[config.mk]
export PLATFORM = sky130hd
export DESIGN_NAME = adc_pwr_seq
export DESIGN_NICKNAME = d
export VERILOG_FILES = /design/src/rtl/adc_pwr_seq_pkg.sv /design/src/rtl/adc_settle_timer.sv /design/src/rtl/adc_seq_fsm.sv /design/src/rtl/adc_conv_gate.sv /design/src/rtl/adc_pwr_seq.sv
export SDC_FILE = /design/constraint.sdc
export NUM_CORES = 1
export LEC_CHECK = 0
export BUFFER_PORTS_ARGS = -buffer_cell sky130_fd_sc_hd__buf_4
export CORE_UTILIZATION = 40
export CTS_BUF_LIST = sky130_fd_sc_hd__clkbuf_8 sky130_fd_sc_hd__clkbuf_16
export CTS_CLUSTER_SIZE = 24
export DETAILED_ROUTE_END_ITERATION = 16
export GPL_TIMING_DRIVEN = 0
export PLACE_DENSITY = 0.63
export SLEW_MARGIN = 20
export SYNTH_ARGS = -nofsm -noshare
export SYNTH_HDL_FRONTEND = slang
export SYNTH_SLANG_ARGS = --single-unit
[constraint.sdc]
create_clock -name clk -period 4.3 [get_ports clk]
set_input_delay 0.215 -clock clk [delete_from_list [all_inputs] [get_ports clk]]
set_output_delay 0.215 -clock clk [all_outputs]
set_load 0.05 [all_outputs]
[src/rtl/adc_pwr_seq_pkg.sv]
package adc_pwr_seq_pkg;
  typedef enum logic [1:0] {
    PS_OFF       = 2'd0,
    PS_BGAP_WAIT = 2'd1,
    PS_CORE_WAIT = 2'd2,
    PS_READY     = 2'd3
  } pwr_state_e;
endpackage

[src/rtl/adc_settle_timer.sv]
module adc_settle_timer #(
  parameter int LIMIT = 8
) (
  input  logic clk,
  input  logic rst_n,
  input  logic run,
  output logic done
);
  localparam int CW = (LIMIT < 2) ? 1 : $clog2(LIMIT + 1);
  localparam logic [CW-1:0] LAST = CW'(LIMIT - 1);

  logic [CW-1:0] cnt;

  // Fires on the LIMIT-th cycle of an uninterrupted run.
  assign done = run && (cnt == LAST);

  always_ff @(posedge clk) begin
    if (!rst_n || !run) cnt <= '0;
    else if (done)      cnt <= '0;
    else                cnt <= cnt + 1'b1;
  end
endmodule

[src/rtl/adc_seq_fsm.sv]
module adc_seq_fsm
  import adc_pwr_seq_pkg::*;
(
  input  logic       clk,
  input  logic       rst_n,
  input  logic       pwr_up_req,
  input  logic       pwr_dn_req,
  input  logic       bgap_done,
  input  logic       core_done,
  output pwr_state_e state
);
  pwr_state_e nxt;

  always_comb begin
    nxt = state;
    if (pwr_dn_req) begin
      nxt = PS_OFF;
    end else begin
      unique case (state)
        PS_OFF:       if (pwr_up_req) nxt = PS_BGAP_WAIT;
        PS_BGAP_WAIT: if (bgap_done)  nxt = PS_CORE_WAIT;
        PS_CORE_WAIT: if (core_done)  nxt = PS_READY;
        PS_READY:     nxt = PS_READY;
        default:      nxt = PS_OFF;
      endcase
    end
  end

  always_ff @(posedge clk) begin
    if (!rst_n) state <= PS_OFF;
    else        state <= nxt;
  end
endmodule

[src/rtl/adc_conv_gate.sv]
module adc_conv_gate (
  input  logic clk,
  input  logic rst_n,
  input  logic ready,
  input  logic pwr_up_req,
  input  logic pwr_dn_req,
  input  logic conv_req,
  output logic conv_start,
  output logic early_req_err
);
  logic accept;
  assign accept = ready && !pwr_dn_req;

  always_ff @(posedge clk) begin
    if (!rst_n) begin
      conv_start    <= 1'b0;
      early_req_err <= 1'b0;
    end else begin
      conv_start <= conv_req && accept;
      // A premature request wins over a clearing power-up request.
      if (conv_req && !accept) early_req_err <= 1'b1;
      else if (pwr_up_req)     early_req_err <= 1'b0;
    end
  end
endmodule

[src/rtl/adc_pwr_seq.sv]
module adc_pwr_seq
  import adc_pwr_seq_pkg::*;
#(
  parameter int CLK_KHZ     = 100000,
  parameter int BG_CYCLES   = CLK_KHZ * 8,
  parameter int CORE_CYCLES = (CLK_KHZ * 50) / 1000
) (
  input  logic clk,
  input  logic rst_n,
  input  logic pwr_up_req,
  input  logic pwr_dn_req,
  input  logic conv_req,
  output logic bg_en,
  output logic ref_en,
  output logic core_en,
  output logic ready,
  output logic conv_start,
  output logic early_req_err
);
  localparam int BG_LIM   = (BG_CYCLES   < 1) ? 1 : BG_CYCLES;
  localparam int CORE_LIM = (CORE_CYCLES < 1) ? 1 : CORE_CYCLES;

  pwr_state_e state;
  logic bgap_done, core_done;

  adc_seq_fsm u_fsm (
    .clk        (clk),
    .rst_n      (rst_n),
    .pwr_up_req (pwr_up_req),
    .pwr_dn_req (pwr_dn_req),
    .bgap_done  (bgap_done),
    .core_done  (core_done),
    .state      (state)
  );

  adc_settle_timer #(.LIMIT(BG_LIM)) u_bgap_tmr (
    .clk   (clk),
    .rst_n (rst_n),
    .run   (state == PS_BGAP_WAIT),
    .done  (bgap_done)
  );

  adc_settle_timer #(.LIMIT(CORE_LIM)) u_core_tmr (
    .clk   (clk),
    .rst_n (rst_n),
    .run   (state == PS_CORE_WAIT),
    .done  (core_done)
  );

  assign bg_en   = (state != PS_OFF);
  assign ref_en  = (state != PS_OFF);
  assign core_en = (state == PS_CORE_WAIT) || (state == PS_READY);
  assign ready   = (state == PS_READY);

  adc_conv_gate u_gate (
    .clk           (clk),
    .rst_n         (rst_n),
    .ready         (ready),
    .pwr_up_req    (pwr_up_req),
    .pwr_dn_req    (pwr_dn_req),
    .conv_req      (conv_req),
    .conv_start    (conv_start),
    .early_req_err (early_req_err)
  );
endmodule

==> results by group, run 1 <==
Placement
  – Input/output buffers: 10
  – Placed cell area: 1860 um^2
  – Dpl hpwl: 2.18 mm
  – GP Congestion: 0.759
  – Dpl cells: 255

STA
  – Slew Viols, Final: 0
  – Max-Slew Margin vs Limit: 0.742
  – Period utilization: 0.441
  – Final worst path period need: 1.90 ns
  – Fmax: ~0.53 GHz
  – Hold WS: 0.160 ns
  – Final-report setup violation count: 0
  – Layout Skew: 0.00506 ns
  – Tightest Pin Transition: 0.386 ns
  – Fin Setup TNS: 0 ns
  – RSZ-0062 raised after global routing: no
  – Final-report hold violation count: 0

Routing
  – Vias per cell: 5.13
  – Drt initial violations: 75
  – Avg WL per Cell: roughly 12 um
  – First-pass iteration count of the detailed router: 4
  – DRT antenna net count: 0
  – Drt drc: 0
  – Routed vias: ~1400
  – Overall routed net length: 3.08 mm

Power
  – PwrDens: around 360 nW/um^2
  – VDD IR max: ~0.23 mV
  – Static leakage: 0.628 nW

Clock network
  – CTS sink cnt: 37
  – CTS tree: built
  – Cts-stage hold buffer count: 0
  – CTS clk-pin slew, worst paths: 0.08 ns
  – Clock latency at the later pin of the worst-skew pair: around 0.29 ns
  – Postcts setup bufs: 0
  – Cts bufs inserted: 5
  – Htree depth: 2
  – Root Driver: clkbuf_8
  – Maximum clock path buffer count: 2
  – Post_cts resized: 0

Job
  – Max-cap violations: 0

Finish
  – Final Non-Filler Cells: between 200 and 300
  – # diodes: 0
  – Area Overhead vs Synth: 15.8%
  – Post-route cell area: 1990 um^2
  – Share of post-route cells with drive strength above 1: 0.131
  – Final Util: 0.491
  – Area of the multi-input gates: 916 um^2
  – NumNets Final: 219
  – Fill cells: 386
  – Register area: 741 um^2

Worst setup path
  – FF-to-FF End: u_bgap_tmr.cnt[13]
  – Crit path buf inv count: 1
  – Crit. End Element: register
  – Worst-path fanout max: 10
  – R2R Path Start: u_bgap_tmr.cnt[0]
  – Data arrival, critical path: 2.08 ns
  – Crit Path Class: reg -> reg
  – Worst endpoint required time: 4.48 ns
  – CP max-delay cell: dfxtp_1
  – Worst-case reg-to-reg path depth: 6
  – Worst path cell trace: ha_1, and3_1, nand2_1, o21ai_2, buf_2, nor2_1
  – Reg2reg setup slack: between 2 and 2.5 ns
  – Critical path depth: 6
  – Startpoint types: register
  – Max incr delay on CP: 0.39 ns
  – CP delay by family, top: simple AND/OR/NAND/NOR gates

Floorplan
  – Die width: between 60 and 70 um
  – Core footprint: 4060 um^2
  – Die footprint: 4560 um^2
  – Height of the die: 67.6 um
  – I/O pin cnt: 11
  – Initial Utilization: 0.424
  – Row Count: 23

Logic synthesis
  – Most frequent cell after synthesis: dfxtp_1
  – Register bit total from synthesis: 37
  – Post-synth top area share: 0.431
  – Leading post-synthesis cells by cell area: dfxtp_1, xnor2_1, nor2_1
  – Post-synth top cells: dfxtp_1, nor2_1, xnor2_1, nand3_1, nand4_1
  – Syn_nets: 202
  – Ys flop type: dfxtp_1
  – Yosys warns: 0
  – Seq/Total Area, Yosys: 0.431
  – Post-synth EDFFs: 0
  – Synth Area per Inst: between 8 and 9 um^2
  – Synth cell types: 39
  – Synth Cell Area: about 1700 um^2
  – Post-synth ARST share: 0
  – Synth Instances: 195
  – Cell taking the most area after synthesis: dfxtp_1

GRT
  – Initial antenna violation count: 0
  – First-pass GRT wire length: 5.44 mm
  – Largest net degree at the start of global routing: 13
  – GRT Overall Usage: 0.161
  – Total grt overflow: 0
  – Vias in the first global route: ~1200

Min path
  – Cells on Worst Hold Path: 3
  – Worst Hold Path EP: u_gate.conv_start
  – Hold Path Class: in -> reg
  – Worst hold path startpoint: conv_req

Run status
  – Status: finished clean
[through the flow]
step	power, mW	worst slack [ns]
2_1_floorplan	0.365	2.70
4_1_cts	0.728	2.38
3_5_place_dp	0.372	2.43
6_report	0.719	2.40
3_3_place_gp	0.372	2.39
5_1_grt	0.746	2.20
[cell families (layout without fill, tap and decap cells)]
logic type / count (synthesis) / after routing / synth area share
xor+xnor: 26 / 26 / 0.132
compound gates: 10 / 10 / 0.0422
simple gates: 105 / 105 / 0.332
mux: 2 / 2 / 0.0116
buf+inv: 13 / 31 / 0.0364
fa+ha+maj: 2 / 2 / 0.0146
flops: 37 / 37 / 0.431
[routing by layer]
metal / global-route usage / vias up / wire (um)
met5: 0 / - / 0
met4: 0.0878 / 0 / 59
met3: 0.0405 / 6 / 115
met2: 0.246 / 27 / 1390
met1: 0.205 / 609 / 1510
li1: - / 708 / -
[worst max-delay path by stage]
stage | startpoint | slack (ns) | to
after CTS | u_bgap_tmr.cnt[0] | 2.38 | u_bgap_tmr.cnt[13]
after global placement | u_bgap_tmr.cnt[0] | 2.39 | u_bgap_tmr.cnt[9]
final | u_bgap_tmr.cnt[0] | 2.40 | u_bgap_tmr.cnt[13]
after global routing | u_bgap_tmr.cnt[0] | 2.20 | u_bgap_tmr.cnt[16]
after detailed placement | u_bgap_tmr.cnt[0] | 2.43 | u_bgap_tmr.cnt[13]
after floorplan | u_core_tmr.cnt[5] | 2.70 | u_core_tmr.cnt[10]
[state kept, by name, summed over array words and instances (netlist names)]
name / count
u_gate.conv_start: 1
u_gate.early_req_err: 1
u_bgap_tmr.cnt: 20
u_fsm.state: 2
u_core_tmr.cnt: 13
[worst reg2reg max path, stage by stage, from the launching register on]
cell and delay (ns):
dfxtp_1 0.39, ha_1 0.32, and3_1 0.22, nand2_1 0.11, o21ai_2 0.37, buf_2 0.30, nor2_1 0.08
[area by class of cell]
cell class | count | area share
multi-input cells | 145 | 0.460
flip-flops and latches | 37 | 0.372
repair buffers | 10 | 0.0377
clock buffers | 5 | 0.0346
clock inverters | 3 | 0.0327
well taps | 50 | 0.0314
plain buffers | 6 | 0.0182
inverters | 7 | 0.0132
[report_power, final]
part	switching, mW	total [mW]	internal [mW]
logic	0.0108	0.0185	0.00771
clock network	0.125	0.356	0.230
registers	0.00114	0.345	0.344
[placed cells by master (no fill, tap or decap), types with 2 or more instances in the layout]
cell type and instances:
xor2_1 10, o21ai_0 2, and4_1 2, and3_1 2, nand2_1 10, nor4_1 8
nor2_1 35, mux2i_1 2, xnor2_1 16, nand4_1 11, dfxtp_1 37, nor2b_1 4
bufinv_16 2, clkbuf_1 2, buf_4 11, nor3_1 4, and2_1 3, nand2b_1 4
inv_1 7, ha_1 2, buf_2 2, clkbuf_8 5, nand3_1 12, nor4b_1 2
Note: power is estimated with default switching activity, not from simulation.
==> inputs of run 2 (changes only) <==
- clock period: 4.3 -> 1.9 ns (I/O delays scaled with it)
==> run 2 against run 1 <==
Effect of this change:
- worst hold slack lost 0.12 ns
- non-clock buffer count is the same
- sequential power grew 130%
- worst setup slack lost 2.3 ns
- routed wire length grew 1.6%
- register-to-register slack lost 2.3 ns
- count of clock-buffer cells in the layout is the same
- flip-flop and latch count is the same
==> results by group, run 2 (same netlist as run 1, synthesis figures left out) <==
Worst setup path
  – Crit path buf inv count: 1 (unchanged)
  – Max incr delay on CP: 0.47 ns (+0.08 ns)
  – Worst-path fanout max: 10 (unchanged)
  – Worst-case reg-to-reg path depth: 6 (unchanged)
  – Startpoint types: register
  – Reg2reg setup slack: 0.12 ns (-2.28 ns)
  – CP max-delay cell: or4bb_1
  – Worst endpoint required time: 2.09 ns (-2.39 ns)
  – R2R Path Start: u_core_tmr.cnt[0]
  – FF-to-FF End: u_core_tmr.cnt[9]
  – Crit. End Element: register
  – Crit Path Class: reg -> reg
  – CP delay by family, top: simple AND/OR/NAND/NOR gates
  – Worst path cell trace: ha_1, or4bb_1, nor4_4, or3_4, buf_6, nor2_1
  – Data arrival, critical path: 1.96 ns (-0.12 ns)

STA
  – Fmax: 0.562 GHz (+6.6%)
  – Tightest Pin Transition: 0.350 ns (-0.0370 ns)
  – Final-report hold violation count: 0 (unchanged)
  – Fin Setup TNS: 0 ns (unchanged)
  – Slew Viols, Final: 0 (unchanged)
  – Layout Skew: 0.00620 ns (+0.00114 ns)
  – RSZ-0062 raised after global routing: no
  – Period utilization: 0.936 (+0.495)
  – Final worst path period need: 1.78 ns (-0.118 ns)
  – Hold WS: 0.0409 ns (-0.119 ns)
  – Final-report setup violation count: 0 (unchanged)
  – Max-Slew Margin vs Limit: 0.765 (+0.0225)

Routing
  – DRT antenna net count: 0 (unchanged)
  – Vias per cell: 5.11 (-0.52%)
  – Overall routed net length: 3.12 mm (+1.6%)
  – Avg WL per Cell: 11.9 um (+1.6%)
  – Routed vias: 1343 (-0.52%)
  – Drt drc: 0 (unchanged)
  – Drt initial violations: 95 (+27%)
  – First-pass iteration count of the detailed router: 4 (unchanged)

Floorplan
  – Height of the die: 67.6 um (unchanged)
  – I/O pin cnt: 11 (unchanged)
  – Die footprint: 4560 um^2 (unchanged)
  – Row Count: 23 (unchanged)
  – Die width: 67.6 um (unchanged)
  – Initial Utilization: 0.424 (unchanged)
  – Core footprint: 4060 um^2 (unchanged)

Clock network
  – Htree depth: 2 (unchanged)
  – Postcts setup bufs: 0 (unchanged)
  – Maximum clock path buffer count: 2 (unchanged)
  – Cts bufs inserted: 5 (unchanged)
  – Cts-stage hold buffer count: 0 (unchanged)
  – CTS tree: built
  – CTS sink cnt: 37 (unchanged)
  – Root Driver: clkbuf_8
  – Clock latency at the later pin of the worst-skew pair: 0.29 ns (about the same)
  – CTS clk-pin slew, worst paths: 0.07 ns (about the same)

Finish
  – NumNets Final: 219 (unchanged)
  – Area Overhead vs Synth: 17.2%
  – Biggest register: u_bgap_tmr.cnt
  – Share of post-route cells with drive strength above 1: 0.136 (+0.00469)
  – # diodes: 0 (unchanged)
  – Most frequent cells in the layout: dfxtp_1, nor2_1, xnor2_1, nand3_1
  – Final Non-Filler Cells: 263 (unchanged)
  – Most common cell after layout, fill and taps aside: dfxtp_1
  – Max FFs per register: 20 (unchanged)
  – Fill cells: 382 (-1.0%)
  – Largest regs: u_bgap_tmr.cnt: 20 flops, u_core_tmr.cnt: 13 flops, u_fsm.state: 2 flops

GRT
  – First-pass GRT wire length: 5.46 mm (+0.24%)
  – Initial antenna violation count: 0 (unchanged)
  – GRT Overall Usage: 0.161 (+0.000353)
  – Total grt overflow: 0 (unchanged)
  – Largest net degree at the start of global routing: 13 (unchanged)
  – Vias in the first global route: 1205 (+0.25%)

Min path
  – Worst hold path startpoint: conv_req
  – Cells on Worst Hold Path: 3 (unchanged)
  – Worst Hold Path EP: u_gate.conv_start
  – Hold Path Class: in -> reg

Power
  – VDD IR max: 0.521 mV (+120%)
  – Static leakage: 0.647 nW (+2.9%)
  – PwrDens: 809 nW/um^2 (+120%)

Placement
  – GP Congestion: 0.759 (unchanged)
  – Dpl cells: 255 (unchanged)
  – Input/output buffers: 10 (unchanged)
  – Dpl hpwl: 2.18 mm (unchanged)

Job
  – Max-cap violations: 0 (unchanged)

Run status
  – Status: finished clean
## run 2: worst max path at each step
| stage | start | end | cells past startpoint |
|---|---|---|---|
| final | u_core_tmr.cnt[0] | u_core_tmr.cnt[9] | 6 |
| after global routing | u_core_tmr.cnt[0] | u_core_tmr.cnt[9] | 6 |
| after CTS | u_bgap_tmr.cnt[0] | u_bgap_tmr.cnt[13] | 6 |
| after detailed placement | u_bgap_tmr.cnt[0] | u_bgap_tmr.cnt[13] | 6 |
| after global placement | u_bgap_tmr.cnt[0] | u_bgap_tmr.cnt[9] | 6 |
| after floorplan | u_core_tmr.cnt[5] | u_core_tmr.cnt[12] | 5 |
## run 2: final cells by class
class,instances,area [um^2],area share
Timing Repair Buffer,10,75.1,0.0372
Clock buffer,5,68.8,0.0341
Sequential cell,37,741,0.367
Buffer,6,38.8,0.0192
Inverter,7,26.3,0.0130
Tap cell,50,62.6,0.0310
Clock inverter,3,65.1,0.0323
Multi-Input combinational cell,145,938,0.466
## run 2: worst reg2reg max path, stage by stage (launching register included)
cell     delay (ns)
dfxtp_1        0.38
ha_1           0.24
or4bb_1        0.47
nor4_4         0.20
or3_4          0.20
buf_6          0.14
nor2_1         0.05
## run 2: layer usage
layer  vias up  global-route usage  wire, um
li1        709                   -         -
met1       609               0.205      1590
met2        19               0.248      1390
met3         6              0.0405        84
met4         0              0.0878        59
met5         -                   0         0
## run 2: per-stage QoR
step | util | area, um^2 | setup WS [ns] | power (mW)
6_report | 0.497 | 2020 | 0.122 | 1.63
2_1_floorplan | - | 1720 | 0.304 | 0.825
5_1_grt | 0.497 | 2020 | 0.00404 | 1.69
3_5_place_dp | 0.458 | 1860 | 0.0288 | 0.841
3_3_place_gp | 0.458 | 1860 | -0.00660 | 0.841
4_1_cts | 0.492 | 2000 | 0.0575 | 1.65
## run 2: repair_timing
item                                    in CTS  in global routing
resized for setup                            1                  4
pin swaps                                    0                  1
cloned                                       0                  0
endpoints found under the setup margin       8                 13
## run 2: power by group
group | switching (mW) | internal [mW] | total, mW | leakage [nW]
Clock | 0.287 | 0.521 | 0.808 | 0.0681
Sequential | 0.00266 | 0.778 | 0.781 | 0.298
Combinational | 0.0248 | 0.0181 | 0.0429 | 0.280
Total | 0.314 | 1.32 | 1.63 | 0.647
==> inputs of run 3 (changes only) <==
- ABC_AREA: not set -> 1
- CAP_MARGIN: not set -> 15
==> run 3 against run 2 <==
Effect of this change:
- critical path depth increased by 3
- area after synthesis is 6.6% higher
- sequential share of layout area shrank 0.78 points
- fmax rose by 5.9%
- final area increased by 2.2%
- largest power group is now registers
==> results by group, run 3 <==
Worst setup path
  – Worst-case reg-to-reg path depth: 9 (+3)
  – Crit Path Class: reg -> reg
  – Startpoint types: register
  – Reg2reg setup slack: 0.22 ns (+0.10 ns)
  – Max incr delay on CP: 0.44 ns (-0.03 ns)
  – Worst-path fanout max: 10 (unchanged)
  – CP max-delay cell: dfxtp_1
  – Worst path cell trace: ha_1, nand3_2, inv_2, nand2_2, inv_2, nand3_2, nand2_2, buf_6, a21oi_1
  – Worst endpoint required time: 2.08 ns (about the same)
  – R2R Path Start: u_bgap_tmr.cnt[0]
  – Data arrival, critical path: 1.86 ns (-0.10 ns)
  – FF-to-FF End: u_bgap_tmr.cnt[10]
  – Crit. End Element: register

Power
  – PwrDens: 670 nW/um^2 (-17%)
  – Internal: 1.08 mW (-18%)
  – Sw Ratio: 0.219 (+0.0266)
  – Logic pwr share: 0.031 (+0.005)
  – Static leakage: 0.665 nW (+2.9%)
  – Psw: 0.302 mW (-3.8%)
  – VDD IR max: 0.468 mV (-10%)
  – Reg power frac: 0.566 (+0.088)
  – Clock network power share: 0.402 (-0.093)

Placement
  – Dpl cells: 321 (+26%)
  – Dpl hpwl: 2.65 mm (+22%)
  – Placed cell area: 1970 um^2 (+6.3%)
  – Input/output buffers: 10 (unchanged)
  – Pre-CTS WS: 0.238 ns (+0.209 ns)
  – GP Congestion: 0.829 (+9.2%)

STA
  – Max-Slew Margin vs Limit: 0.788 (+0.0236)
  – Final-report hold violation count: 0 (unchanged)
  – Final worst path period need: 1.68 ns (-0.0983 ns)
  – Hold WS: 0.0308 ns (-0.0101 ns)
  – Fmax: 0.595 GHz (+5.9%)
  – Layout Skew: 0.00236 ns (-0.00385 ns)
  – Period utilization: 0.884 (-0.0517)
  – Fin Setup TNS: 0 ns (unchanged)
  – Tightest Pin Transition: 0.316 ns (-0.0333 ns)
  – Slew Viols, Final: 0 (unchanged)
  – RSZ-0062 raised after global routing: no
  – Final-report setup violation count: 0 (unchanged)
  – Final WS setup: 0.220 ns (+0.0983 ns)

Finish
  – Register area: 741 um^2 (unchanged)
  – Biggest register: u_bgap_tmr.cnt
  – Area Overhead vs Synth: 12.4%
  – Post-route cell area: 2060 um^2 (+2.2%)
  – Share of post-route cells with drive strength above 1: 0.138 (+0.00153)
  – # diodes: 0 (unchanged)
  – Final Non-Filler Cells: 328 (+25%)
  – NumNets Final: 283 (+29%)
  – Largest regs: u_bgap_tmr.cnt: 20 flops, u_core_tmr.cnt: 13 flops, u_fsm.state: 2 flops
  – Most common cell after layout, fill and taps aside: nand2_1
  – Area of the multi-input gates: 942 um^2 (+0.40%)
  – Most frequent cells in the layout: nand2_1, nor2_1, dfxtp_1, inv_1, a21oi_1
  – Fill cells: 456 (+19%)
  – Max FFs per register: 20 (unchanged)

GRT
  – Vias in the first global route: 1448 (+20%)
  – Largest net degree at the start of global routing: 11 (-2)
  – First-pass GRT wire length: 6.28 mm (+15%)
  – Met2 global-route usage: 0.244 (-0.00373)
  – Met3 GRT Util: 0.0494 (+0.00888)
  – GRT busiest layer: met2
  – GRT Overall Usage: 0.162 (+0.000261)
  – Total grt overflow: 0 (unchanged)
  – Met1 Usage GRT: 0.209 (+0.00433)
  – Initial antenna violation count: 0 (unchanged)

Logic synthesis
  – Post-synth ARST share: 0 (unchanged)
  – Synth Area per Inst: 7.08 um^2 (-20%)
  – Seq/Total Area, Yosys: 0.404 (-0.0268)
  – Yosys warns: 0 (unchanged)
  – Most frequent cell after synthesis: nand2_1
  – Post-synth EDFFs: 0 (unchanged)
  – Synth cell types: 25 (-36%)
  – Post-synth top cells: nand2_1, nor2_1, dfxtp_1, inv_1, a21oi_1
  – Register bit total from synthesis: 37 (unchanged)
  – Synth Cell Area: 1830 um^2 (+6.6%)
  – Post-synth top area share: 0.404 (-0.0268)
  – Syn_nets: 266 (+32%)
  – Ys flop type: dfxtp_1
  – Synth Instances: 259 (+33%)
  – Leading post-synthesis cells by cell area: dfxtp_1, nand2_1, nor2_1
  – Cell taking the most area after synthesis: dfxtp_1

Clock network
  – Cts bufs inserted: 5 (unchanged)
  – CTS clk-pin slew, worst paths: 0.07 ns (about the same)
  – Root Driver: clkbuf_8
  – Postcts setup bufs: 0 (unchanged)
  – Htree depth: 2 (unchanged)
  – CTS sink cnt: 37 (unchanged)
  – Maximum clock path buffer count: 2 (unchanged)
  – CTS tree: built
  – Post_cts resized: 0 (-1)
  – Clock latency at the later pin of the worst-skew pair: 0.29 ns (about the same)
  – Cts-stage hold buffer count: 0 (unchanged)

Floorplan
  – Row Count: 24 (+4.3%)
  – Die width: 69.7 um (+3.2%)
  – Core footprint: 4380 um^2 (+8.0%)
  – Initial Utilization: 0.418 (-0.00559)
  – I/O pin cnt: 11 (unchanged)
  – Height of the die: 69.7 um (+3.2%)
  – Die footprint: 4860 um^2 (+6.4%)

Min path
  – Hold Path Class: in -> reg
  – Cells on Worst Hold Path: 3 (unchanged)
  – Worst hold path startpoint: conv_req
  – Worst Hold Path EP: u_gate.conv_start

Routing
  – Drt drc: 0 (unchanged)
  – Overall routed net length: 3.54 mm (+13%)
  – Routed vias: 1584 (+18%)
  – Avg WL per Cell: 10.8 um (-9.2%)
  – DRT antenna net count: 0 (unchanged)
  – First-pass iteration count of the detailed router: 4 (unchanged)
  – Drt initial violations: 84 (-12%)
  – Vias per cell: 4.83 (-5.4%)

Run status
  – Status: finished clean

Job
  – Max-cap violations: 0 (unchanged)
[run 3: changes by cell type after synthesis, moves of 4 or more]
cell and change:
nor2_2 +4, nor2b_1 -4, nor4_1 -8, nor2_1 +14, xnor2_1 -12, o21ai_0 +6, a21oi_1 +13, inv_1 +19
nand2_1 +48, nand3_2 +4, nand2b_1 -4
[run 3: area by class of cell]
class                      instances  area share
buffer                             5      0.0200
clock buffer                       6      0.0401
clock inverter                     1     0.00182
inverter                          29      0.0529
multi-input combinational        188       0.457
sequential                        37       0.360
tap                               52      0.0316
timing repair buffer              10      0.0365
[run 3: kinds of logic (layout without fill, tap and decap cells)]
kind of cell	after synthesis	after routing	synth area share
DFF	37	37	0.404
xor gates and xnor gates	14	14	0.0669
adders and majority gates	2	2	0.0136
and+or+nand+nor	148	148	0.364
AOI/OAI and AO/OA	24	24	0.0696
buffers and inverters	34	51	0.0819
[run 3: through the flow]
| stage | power (mW) | util |
|---|---|---|
| floorplan | 0.827 | - |
| global placement | 0.843 | 0.450 |
| detailed placement | 0.842 | 0.450 |
| CTS | 1.39 | 0.470 |
| global route | 1.42 | 0.470 |
| finish | 1.38 | 0.470 |
[run 3: power groups by stage]
stage | clock network [mW] | logic (mW) | registers, mW
global placement | 0 | 0.0436 | 0.799
CTS | 0.566 | 0.0438 | 0.781
detailed placement | 0 | 0.0434 | 0.799
global route | 0.590 | 0.0463 | 0.781
finish | 0.555 | 0.0432 | 0.781
floorplan | 0 | 0.0232 | 0.803
[run 3: how the worst max path moves through the flow]
stage	startpoint	end	slack [ns]
floorplan	u_bgap_tmr.cnt[0]	u_bgap_tmr.cnt[10]	0.50
global placement	u_bgap_tmr.cnt[0]	u_bgap_tmr.cnt[10]	0.24
detailed placement	u_bgap_tmr.cnt[0]	u_bgap_tmr.cnt[10]	0.24
CTS	u_bgap_tmr.cnt[0]	u_bgap_tmr.cnt[10]	0.22
global route	u_bgap_tmr.cnt[0]	u_bgap_tmr.cnt[10]	0.12
finish	u_bgap_tmr.cnt[0]	u_bgap_tmr.cnt[10]	0.22
[run 3: layer usage]
| metal | vias to the layer above | share of wire |
|---|---|---|
| li1 | 848 | - |
| met3 | 6 | 0.037 |
| met2 | 24 | 0.42 |
| met5 | - | 0 |
| met4 | 0 | 0.021 |
| met1 | 706 | 0.52 |
[run 3: critical path, delay by kind of cell, from the launching register on]
kind / cells / cell delay, ns
AOI/OAI and AO/OA: 1 / 0.05
adders and majority gates: 1 / 0.33
buffers and inverters: 3 / 0.31
DFF: 1 / 0.44
and+or+nand+nor: 4 / 0.43
